$ cat config.mk
export PLATFORM = sky130hd
export DESIGN_NAME = adc_conv_seq
export DESIGN_NICKNAME = d
export VERILOG_FILES = /design/src/rtl/adc_seq_pkg.sv /design/src/rtl/adc_eoc_sync.sv /design/src/rtl/adc_rate_timer.sv /design/src/rtl/adc_conv_seq.sv
export SDC_FILE = /design/constraint.sdc
export NUM_CORES = 1
export LEC_CHECK = 0
export ABC_CLOCK_PERIOD_IN_PS = 7500
export BUFFER_PORTS_ARGS = -buffer_cell sky130_fd_sc_hd__clkbuf_2
export CORE_MARGIN = 5
export CORE_UTILIZATION = 40
export CTS_BUF_LIST = sky130_fd_sc_hd__clkbuf_8
export DETAILED_ROUTE_END_ITERATION = 6
export PLACE_DENSITY = 0.68
export SYNTH_ARGS = -nofsm -noshare
export SYNTH_HDL_FRONTEND = slang
export SYNTH_HIERARCHICAL = 1
export SYNTH_SLANG_ARGS = --single-unit
$ cat constraint.sdc
create_clock -name clk -period 7.5 [get_ports clk]
set_clock_uncertainty 0.1 [all_clocks]
set_input_delay 0.375 -clock clk [delete_from_list [all_inputs] [get_ports clk]]
set_output_delay 0.375 -clock clk [all_outputs]
set_load 0.01 [all_outputs]
$ cat src/rtl/adc_seq_pkg.sv
package adc_seq_pkg;
    typedef enum logic [2:0] {
        ST_IDLE,
        ST_PULSE,
        ST_WRISE,
        ST_WFALL,
        ST_SETTLE
    } seq_state_e;

    localparam int unsigned SYNC_STAGES = 2;
endpackage

$ cat src/rtl/adc_eoc_sync.sv
module adc_eoc_sync #(
    parameter int unsigned STAGES = 2
) (
    input  logic clk,
    input  logic rst_n,
    input  logic eoc_async,
    output logic eoc_lvl,
    output logic eoc_rise,
    output logic eoc_fall
);
    logic [STAGES-1:0] chain_q;
    logic              prev_q;

    always_ff @(posedge clk) begin
        if (!rst_n) begin
            chain_q <= '0;
            prev_q  <= 1'b0;
        end else begin
            chain_q[0] <= eoc_async;
            prev_q     <= chain_q[STAGES-1];
        end
    end

    // Remaining synchronizer stages, one flop each.
    for (genvar g = 1; g < STAGES; g++) begin : g_stage
        always_ff @(posedge clk) begin
            if (!rst_n) chain_q[g] <= 1'b0;
            else        chain_q[g] <= chain_q[g-1];
        end
    end

    assign eoc_lvl  = chain_q[STAGES-1];
    assign eoc_rise = chain_q[STAGES-1] & ~prev_q;
    assign eoc_fall = ~chain_q[STAGES-1] & prev_q;
endmodule

$ cat src/rtl/adc_rate_timer.sv
module adc_rate_timer #(
    parameter int unsigned PW = 16
) (
    input  logic          clk,
    input  logic          rst_n,
    input  logic          en,
    input  logic [PW-1:0] period,
    output logic          tick
);
    logic [PW-1:0] cnt_q, cnt_d;
    logic [PW:0]   cnt_inc;

    always_comb begin
        cnt_inc = {1'b0, cnt_q} + 1'b1;
        tick    = en && (cnt_inc >= {1'b0, period});
        if (!en)       cnt_d = '0;
        else if (tick) cnt_d = '0;
        else           cnt_d = cnt_inc[PW-1:0];
    end

    always_ff @(posedge clk) begin
        if (!rst_n) cnt_q <= '0;
        else        cnt_q <= cnt_d;
    end
endmodule

$ cat src/rtl/adc_conv_seq.sv
module adc_conv_seq
    import adc_seq_pkg::*;
#(
    parameter int unsigned DW = 12,
    parameter int unsigned TW = 8,
    parameter int unsigned PW = 16,
    parameter int unsigned CW = 16
) (
    input  logic          clk,
    input  logic          rst_n,
    input  logic          cfg_strict,
    input  logic          cfg_free_run,
    input  logic          cfg_drop_oldest,
    input  logic [TW-1:0] cfg_start_width,
    input  logic [TW-1:0] cfg_settle,
    input  logic [TW-1:0] cfg_rise_max,
    input  logic [TW-1:0] cfg_fall_max,
    input  logic [PW-1:0] cfg_period,
    input  logic          req,
    output logic          adc_start,
    input  logic          adc_eoc,
    input  logic [DW-1:0] adc_data,
    output logic          out_valid,
    input  logic          out_ready,
    output logic [DW-1:0] out_data,
    output logic [CW-1:0] out_count,
    output logic          busy,
    output logic          err_proto,
    output logic          err_timeout,
    output logic [CW-1:0] overrun_count
);
    typedef struct packed {
        seq_state_e    st;
        logic [TW-1:0] tcnt;
        logic          seen;
        logic          start;
        logic          pend;
        logic          vld;
        logic [DW-1:0] data;
        logic [CW-1:0] cnt;
        logic [CW-1:0] ovr;
        logic          eproto;
        logic          etmo;
    } seq_regs_t;

    seq_regs_t r_q, r_d;

    logic          eoc_s, eoc_rise, eoc_fall;
    logic          tick;
    logic          busy_now;
    logic          launch;
    logic          seen_nx;
    logic [TW:0]   t_inc;

    adc_eoc_sync #(.STAGES(SYNC_STAGES)) u_sync (
        .clk       (clk),
        .rst_n     (rst_n),
        .eoc_async (adc_eoc),
        .eoc_lvl   (eoc_s),
        .eoc_rise  (eoc_rise),
        .eoc_fall  (eoc_fall)
    );

    adc_rate_timer #(.PW(PW)) u_timer (
        .clk    (clk),
        .rst_n  (rst_n),
        .en     (cfg_free_run),
        .period (cfg_period),
        .tick   (tick)
    );

    always_comb begin
        r_d      = r_q;
        t_inc    = {1'b0, r_q.tcnt} + 1'b1;
        seen_nx  = r_q.seen | eoc_rise | eoc_s;
        busy_now = (r_q.st != ST_IDLE) || eoc_s || (r_q.vld && !cfg_drop_oldest);
        launch   = !busy_now && (req || r_q.pend);

        // Consumer handshake.
        if (r_q.vld && out_ready) r_d.vld = 1'b0;

        // Remember one free-running tick until it can be served.
        if (!cfg_free_run) r_d.pend = 1'b0;
        else if (tick)     r_d.pend = 1'b1;

        // Refused request in strict mode.
        if (req && busy_now && cfg_strict) r_d.eproto = 1'b1;

        unique case (r_q.st)
            ST_IDLE: begin
                if (launch) begin
                    r_d.st    = ST_PULSE;
                    r_d.start = 1'b1;
                    r_d.tcnt  = '0;
                    r_d.seen  = 1'b0;
                    r_d.pend  = 1'b0;
                end
            end
            ST_PULSE: begin
                r_d.seen = seen_nx;
                if (t_inc >= {1'b0, cfg_start_width}) begin
                    r_d.start = 1'b0;
                    if (seen_nx) begin
                        r_d.st   = ST_WFALL;
                        r_d.tcnt = '0;
                    end else begin
                        r_d.st   = ST_WRISE;
                        r_d.tcnt = t_inc[TW-1:0];
                    end
                end else begin
                    r_d.tcnt = t_inc[TW-1:0];
                end
            end
            ST_WRISE: begin
                if (eoc_rise || eoc_s) begin
                    r_d.st   = ST_WFALL;
                    r_d.tcnt = '0;
                end else if (r_q.tcnt >= cfg_rise_max) begin
                    r_d.st   = ST_IDLE;
                    r_d.etmo = 1'b1;
                end else begin
                    r_d.tcnt = t_inc[TW-1:0];
                end
            end
            ST_WFALL: begin
                if (eoc_fall || !eoc_s) begin
                    r_d.st   = ST_SETTLE;
                    r_d.tcnt = '0;
                end else if (r_q.tcnt >= cfg_fall_max) begin
                    r_d.st   = ST_IDLE;
                    r_d.etmo = 1'b1;
                end else begin
                    r_d.tcnt = t_inc[TW-1:0];
                end
            end
            ST_SETTLE: begin
                if (r_q.tcnt >= cfg_settle) begin
                    if (r_q.vld && !out_ready) r_d.ovr = r_q.ovr + 1'b1;
                    r_d.vld  = 1'b1;
                    r_d.data = adc_data;
                    r_d.cnt  = r_q.cnt + 1'b1;
                    r_d.st   = ST_IDLE;
                end else begin
                    r_d.tcnt = t_inc[TW-1:0];
                end
            end
            default: r_d.st = ST_IDLE;
        endcase
    end

    always_ff @(posedge clk) begin
        if (!rst_n) begin
            r_q    <= '0;
            r_q.st <= ST_IDLE;
        end else begin
            r_q <= r_d;
        end
    end

    assign adc_start     = r_q.start;
    assign out_valid     = r_q.vld;
    assign out_data      = r_q.data;
    assign out_count     = r_q.cnt;
    assign busy          = busy_now;
    assign err_proto     = r_q.eproto;
    assign err_timeout   = r_q.etmo;
    assign overrun_count = r_q.ovr;
endmodule

# --- Word level (Yosys, flattened, before mapping) ---
# Index checks and enable logic that the tools add are counted.
word_totals:
  ff_bits: 77
  input_bits: 68
  out_inout_bits: 49
  wordCells: 82
classes:
  addsub: 4
  magnitude_cmp: 5
  n_eq_ne: 11
  n_mux: 21
  bitwise_logic: 4
  n_reduce_logical: 25
ops:
  columns: ["operator", "n"]
  rows:
  - ["2-to-1 mux 45 bit", 2]
  - ["case mux 8 bit (5 select lines)", 1]
  - ["adder 16 x 1 -> 16 bit, second input constant", 2]
  - ["greater-or-equal comparator 8 bit", 3]
  - ["2-to-1 mux 8 bit", 3]
  - ["adder 16 x 1 -> 17 bit, second input constant", 1]
  - ["greater-or-equal comparator 17 x 16 -> 1 bit", 1]
  - ["2-to-1 mux 16 bit", 1]
  - ["case mux 3 bit (5 select lines)", 1]
  - ["2-to-1 mux 14 bit", 1]
  - ["inequality test 2 bit, second input constant", 7]
  - ["AND reduction 4 bit", 3]
  - ["adder 8 x 1 -> 9 bit, second input constant", 1]
  - ["greater-or-equal comparator 9 x 8 -> 1 bit", 1]
  - ["2-to-1 mux 3 bit", 3]
  - ["2-to-1 mux 9 bit", 1]
  - ["AND reduction 3 bit", 3]
  - ["logical AND 1 bit", 7]
  - ["2-to-1 mux 1 bit", 7]
  - ["equality test 3 x 2 -> 1 bit, second input constant", 2]
  - ["nonzero test 5 bit", 1]
  - ["NOT 1 bit", 4]
  - ["case mux 2 bit (2 select lines)", 1]
  - ["nonzero test 2 bit", 2]
  - ["8 further kinds", 11]

# --- Depth between registers and ports, before layout ---
# Gate-level depths: netlist (run 1).
depth:
  depth_word: 7
  ltp_mapped: 12

# --- Hierarchy ---
# The synthesis (run 1) kept the hierarchy.
modules_own_cells:
  columns: ["mod", "instances", "cells_per_inst", "area_each_um2", "seq_area_each_um2"]
  rows:
  - ["adc_conv_seq", 1, 512, 4091.4, 1221.2]
  - ["adc_rate_timer", 1, 136, 1187.4, 320.3]
  - ["adc_eoc_sync", 1, 4, 26.3, 0.0]

# --- Least setup slack after synthesis (run 1) ---
# OpenSTA, ideal clock, no wires.
synth_path:
  path_type: "reg2reg"
  startpoint: "register r_q[52] (netlist name)"
  endpoint: "register r_q[58] (netlist name)"
  t_arrival_ns: 2.646
  required_time_ns: 7.328
  path_slack_ns: 4.682
  stages_incl_launch_ff: 12
  path_buffers: 0
  period_less_slack_ns: 2.818
  path_cell_list: "dfxtp_1 nand3_1 or2_2 nor2_1 xor2_1 ha_1 inv_1 or3_1 o221ai_1 nor2_1 nor4b_1 mux2i_1"
synth_between:
  elab_chain_len: 4
  word_cells_on_any_way: 8
synth_lines:
  columns: ["item", "line_no", "text"]
  rows:
  - ["from (decl)", "adc_conv_seq.sv:46", "seq_regs_t r_q, r_d;"]
  - ["from (signal assigned)", "adc_conv_seq.sv:156", "r_q <= r_d;"]
  - ["adder 8 x 1 -> 9 bit", "adc_conv_seq.sv:74", "t_inc = {1'b0, r_q.tcnt} + 1'b1;"]
  - ["greater-or-equal comparator 9 x 8 -> 1 bit", "adc_conv_seq.sv:101", "if (t_inc >= {1'b0, cfg_start_width}) begin"]
  - ["inequality test 2 bit (no line)", null, null]
  - ["AND reduction 4 bit (no line) *", null, null]
# Every way passes the cells marked *; elsewhere a longest branch is shown, timed or not.
# A chain may end at the register's enable or synchronous reset.

# --- Worst setup path after layout (run 1) ---
layout_path:
  startpoint: "register r_q[52] (netlist name)"
  endpoint: "register r_q[55] (netlist name)"
layout_between:
  elab_chain_len: 4
  word_cells_on_any_way: 12
layout_lines:
  columns: ["item", "line_no", "text"]
  rows:
  - ["adder 8 x 1 -> 9 bit", "adc_conv_seq.sv:74", null]
  - ["greater-or-equal comparator 9 x 8 -> 1 bit / 2-to-1 mux 9 bit (equally long branches)", "adc_conv_seq.sv:101, adc_conv_seq.sv:103", null]
  - ["2-to-1 mux 8 bit", "adc_conv_seq.sv:101", null]
  - ["case mux 8 bit (5 select lines)", "adc_conv_seq.sv:89", "unique case (r_q.st)"]
# Several ways; a longest one is shown, not always the timed one. The select of a mux whose other input is x is not followed.

==> run summary, run 1 <==
cell with the most instances after synthesis: dfxtp_1
pin count of the biggest net entering global routing: 31
max incr delay on CP: 540 ps
die height: 125.2 um
Yosys warnings: 8
cell row count: 42
critical path's slowest cell: o21ai_1
overall routing resource usage: 0.1516
GPL Wtd Cong: 0.8274
Seq/Total Area, Yosys: 0.2906
Port Buffers: 115
cts bufs inserted: 9
Antenna diodes: 0
Worst Setup Start Kind: flop
vias: 4412
critical path startpoint: r_q[52]
Final ANT Viol Nets: 0
Pwr Density: 156.8 nW/um2
ranking of synthesized cells by area: dfxtp_1 (29%), ha_1 (12%), buf_4 (6.8%)
Commonest cells post-synth: dfxtp_1 (77), nand2_1 (65), inv_1 (58)
CTS tree: done
LEAKAGE: 2.741 nW
fill cell count: 1378
Met2 Wirelength: 5150 um
mapped cell area: 5305 um2
ys async rst share: 0
period utilisation layout: 0.4356
most common flop cell mapped by yosys: dfxtp_1
clk_lat worst skew: 360 ps
Top Layer Used: met4
dpl ws: 4256 ps
setup ws final: 4233 ps
Max-Cap Viols: 0
Relative slew margins: 0.3871
outcome: complete, no violations
Initial Utilization: 0.4038
Reg2Reg Setup Slack: 4230 ps
Worst Tran Pin Value: 906.6 ps
RSZ-0062 raised after global routing: false
Worst VDD drop: 112.0 uV
first-pass GRT wire length: 19960 um
Max Fclk: 0.3061 GHz
clock buffer depth: 2
Synth Instances: 652
Worst Path Buf+Inv: 1
drt via density: 4.919
Tmin final: 3267 ps
endpoint class of the critical path: flop
die width: 125.2 um
WL final: 11550 um
hold_sp: adc_data[1]
hold endpoint: out_data[1]
IO Pins: 117
Synth top area share: 0.2906
vias in the first global route: 4252
Yosys reg bits: 77
multi-input logic area: 3113 um2
Starting DRT DRC Count: 165
Setup CP Type: flop to flop
crit path DAT: 3440 ps
worst r2r dst: r_q[55]
hold path cells: 3
Final nets: 837
Reg2Reg Depth: 11
Post-DP HPWL: 9021 um
EDFF count, synth: 0
Avg WL per Cell: 12.87 um
crit-path max FO: 9
cell taking the most area after synthesis: dfxtp_1
worst path required time: 7670 ps
Die Area: 15670 um2
Setup violations, final: 0
Seq. cell area: 1541 um2
initial antenna violation count: 0
most used cell, CP: nand3_1
DRC Markers: 0
CTS root buffer: clkbuf_8
synth unique cells: 66
Setup Fix Bufs, Post-CTS: 0
clock sink count: 77
drt first pass iters: 4
Hold Vio Cnt, Final: 0
Layout area overhead: 11.98%
WL met3: 896 um
hold-fix buffers at CTS: 0
share of cells above drive strength 1: 0.2164
R2R Path Start: r_q[52]
TNS Setup: 0 ps
syn_area_per_cell: 8.137 um2
core box area: 13140 um2
fin. max-slew vios: 0
CP cell instances: nand3_1 -> or2_2 -> nor2_1 -> xor2_1 -> ha_1 -> inv_1 -> or3_1 -> o221ai_1 -> o21ai_1 -> nand3_1 -> o22ai_1
clock transition at the registers of the reported paths: 80 ps
Met1 Routed Length: 5322 um
worst min path class: input port to flop
Post-CTS Resized: 0
critical path's top delay family: simple AND/OR/NAND/NOR gates
total gr overflow: 0
H-Tree Depth: 3
metal layers:
metal / track usage / vias up
met5: 0 / -
met4: 0.04656 / 0
met3: 0.05117 / 12
met2: 0.2430 / 101
met1: 0.1937 / 1962
li1: - / 2337
cells by family (layout without fill, tap and decap cells):
group                      count (synthesis)  count (layout)  synth area share
and+or+nand+nor                          249             249            0.2585
buffers and inverters                    125             192            0.1252
AOI/OAI and AO/OA                        103             103            0.1231
DFF                                       77              77            0.2906
adders and majority gates                 52              52            0.1226
xor gates and xnor gates                  36              36           0.06226
muxes                                      9               9           0.01698
other                                      1               3         0.0007069
per-stage QoR:
step           instance area, um2  instances  utilization  power (mW)  hold WS, ps
4_1_cts                      5941        897       0.4522      0.9482        100.5
2_1_floorplan                5313        654            -      0.5160        336.7
3_3_place_gp                 5694        882       0.4334      0.5534        341.7
5_1_grt                      5941        897       0.4522      0.9846        108.4
6_report                     5941        897       0.4522      0.9318        127.9
3_5_place_dp                 5694        882       0.4334      0.5547        345.6
registers in the layout, summed over array words and instances, names as in the netlist:
| signal | cells |
|---|---|
| err_proto | 1 |
| out_data | 12 |
| out_count | 16 |
| out_valid | 1 |
| overrun_count | 16 |
| r_q | 13 |
| err_timeout | 1 |
| adc_start | 1 |
| u_timer/cnt_q | 16 |
worst max path at each step:
stage	to	slack, ps	cells past startpoint
2_1_floorplan	r_q[58]	4680	11
3_3_place_gp	r_q[55]	4250	11
3_5_place_dp	r_q[58]	4260	11
4_1_cts	r_q[58]	4210	11
5_1_grt	r_q[58]	3940	11
6_report	r_q[55]	4230	11
tightest hold or removal path: stages:
cell,delay (ps)
clkbuf_2,80
nand2_1,40
a21oi_1,50
area by class of cell:
| class | count | area share |
|---|---|---|
| Clock buffer | 11 | 0.02548 |
| Clock inverter | 4 | 0.01601 |
| Inverter | 59 | 0.03728 |
| Multi-Input combinational cell | 452 | 0.5240 |
| Sequential cell | 77 | 0.2595 |
| Tap cell | 176 | 0.03707 |
| Timing Repair Buffer | 118 | 0.1007 |
power breakdown:
group / total, mW / internal (mW) / switching (mW)
Sequential: 0.425 / 0.414 / 0.0104
Combinational: 0.120 / 0.0532 / 0.0668
Clock: 0.387 / 0.237 / 0.150
cells in the final DEF (no fill, tap or decap), drive strengths merged, types with 4 or more instances in the layout:
cell,instances
clkbuf,126
dfxtp,77
nand2,65
inv,59
ha,52
nor2,44
a21oi,38
nand3,30
xnor2,24
o21ai,20
nor2b,19
nand4,17
nand2b,14
xor2,12
nor4b,9
mux2i,9
or3,8
nor3,7
a211oi,6
and3,6
or4,6
and4,6
o22ai,5
or2,4
and2,4
a31oi,4
nor4,4
(Power assumes the default switching activity.)
==> run 2, diff against run 1 <==
ABC_CLOCK_PERIOD_IN_PS = 3300   (was 7500)
clock period = 3.3 ns   (was 7.5 ns; I/O delays follow)
==> run summary, run 2 (same netlist as run 1, synthesis figures left out) <==
worst min path class: input port to flop
WHS: 30.01 ps
Tmin final: 3054 ps
WL final: 12150 um
IO Pins: 117
Pwr Density: 312.5 nW/um2
pin count of the biggest net entering global routing: 35
crit path DAT: 3240 ps
Worst Tran Pin Value: 873.7 ps
vias in the first global route: 4455
total gr overflow: 0
critical path's top delay family: simple AND/OR/NAND/NOR gates
Worst VDD drop: 196.2 uV
crit-path max FO: 5
Max-Cap Viols: 0
GPL Wtd Cong: 0.8445
Layout area overhead: 14.62%
Die Area: 15670 um2
commonest non-fill, non-tap cell in the layout: clkbuf_2
core box area: 13140 um2
clock sink count: 77
Starting DRT DRC Count: 190
period utilisation layout: 0.9254
overall routing resource usage: 0.1539
worst path required time: 3480 ps
Setup violations, final: 0
critical path's slowest cell: dfxtp_1
TNS Setup: 0 ps
most used cell, CP: nor2_1
CTS root buffer: clkbuf_8
initial antenna violation count: 0
die height: 125.2 um
drt via density: 4.987
Avg WL per Cell: 13.22 um
Final nets: 858
cts bufs inserted: 9
share of cells above drive strength 1: 0.2180
Relative slew margins: 0.4154
Max Fclk: 0.3274 GHz
clk_lat worst skew: 360 ps
Post-DP HPWL: 9473 um
max incr delay on CP: 410 ps
CP cell instances: nand3_1 -> or2_2 -> nor2_1 -> xor2_1 -> ha_1 -> inv_1 -> or3_1 -> o221ai_1 -> nor2_1 -> nor4b_2 -> mux2i_1
Setup CP Type: flop to flop
Setup Fix Bufs, Post-CTS: 0
outcome: complete, no violations
clock buffer depth: 2
total power: 1.901 mW
most frequent cells in the layout: clkbuf_2 (115), dfxtp_1 (77), nand2_1 (65)
vias: 4583
H-Tree Depth: 3
Hold Vio Cnt, Final: 0
DRC Markers: 0
clock transition at the registers of the reported paths: 80 ps
Worst Setup Start Kind: flop
LEAKAGE: 2.824 nW
first-pass GRT wire length: 20350 um
endpoint class of the critical path: flop
CTS tree: done
die width: 125.2 um
cell row count: 42
drt first pass iters: 4
Initial Utilization: 0.4038
Final ANT Viol Nets: 0
Antenna diodes: 0
Worst Path Buf+Inv: 1
RSZ-0062 raised after global routing: false
fill cell count: 1346
Port Buffers: 115
fin. max-slew vios: 0
-- run 2: cell count changes in the layout (fill, tap and decap cells not counted), moves of 3 or more --
cell | previous run | this run
inv_1 | 58 | 62
bufinv_16 | 3 | 0
dlygate4sd3_1 | 0 | 14
buf_4 | 3 | 9
-- run 2: report_power, final --
group / total [mW] / switching (mW) / internal, mW / leakage [nW]
registers: 0.965 / 0.0237 / 0.941 / 0.621
logic: 0.296 / 0.159 / 0.137 / 2.10
clock network: 0.639 / 0.336 / 0.303 / 0.104
total: 1.90 / 0.519 / 1.38 / 2.82
-- run 2: path summary, 6_finish.rpt --
path	startpoint	endpoint	slack (ps)	cells after the start
min reg2reg	out_data[2]	out_data[2]	360	2
max reg2reg	r_q[50]	r_q[58]	250	11
max	r_q[50]	r_q[58]	250	11
min	cfg_free_run	r_q[47]	30	2
-- run 2: repair_timing --
action,CTS,global route
hold buffers,14,0
endpoints found under the hold margin,13,0
resized for setup,0,2
endpoints found under the setup margin,0,3
-- run 2: metrics by stage --
| stage | utilization | setup WS (ps) | cell area, um2 | instances |
|---|---|---|---|---|
| after floorplan | - | 482.1 | 5313 | 654 |
| after global placement | 0.4384 | 299.5 | 5759 | 889 |
| after detailed placement | 0.4384 | 267.1 | 5759 | 889 |
| after CTS | 0.4621 | 246.3 | 6071 | 919 |
| after global routing | 0.4629 | 0.9406 | 6081 | 919 |
| final | 0.4629 | 246.0 | 6081 | 919 |
-- run 2: layout make-up --
cell class	instances	area [um2]	share of cell area
clock inverter	5	20.02	0.003292
inverter	59	221.5	0.03642
clock buffer	11	151.4	0.02490
sequential	77	1541	0.2535
tap	176	220.2	0.03621
timing repair buffer	139	803.3	0.1321
multi-input combinational	452	3123	0.5136
-- run 2: routing by layer --
| layer | up-vias | wire length, um | GRT usage |
|---|---|---|---|
| li1 | 2379 | - | - |
| met1 | 2081 | 5456 | 0.1901 |
| met2 | 111 | 5664 | 0.2575 |
| met3 | 12 | 875 | 0.04435 |
| met4 | 0 | 150 | 0.05230 |
| met5 | - | 0 | 0 |
-- run 2: worst reg2reg max path, cell delays in order, from the launching register on --
cell and delay, ps:
dfxtp_1 410, nand3_1 170, or2_2 370, nor2_1 140
xor2_1 100, ha_1 290, inv_1 40, or3_1 350
o221ai_1 300, nor2_1 130, nor4b_2 360, mux2i_1 220
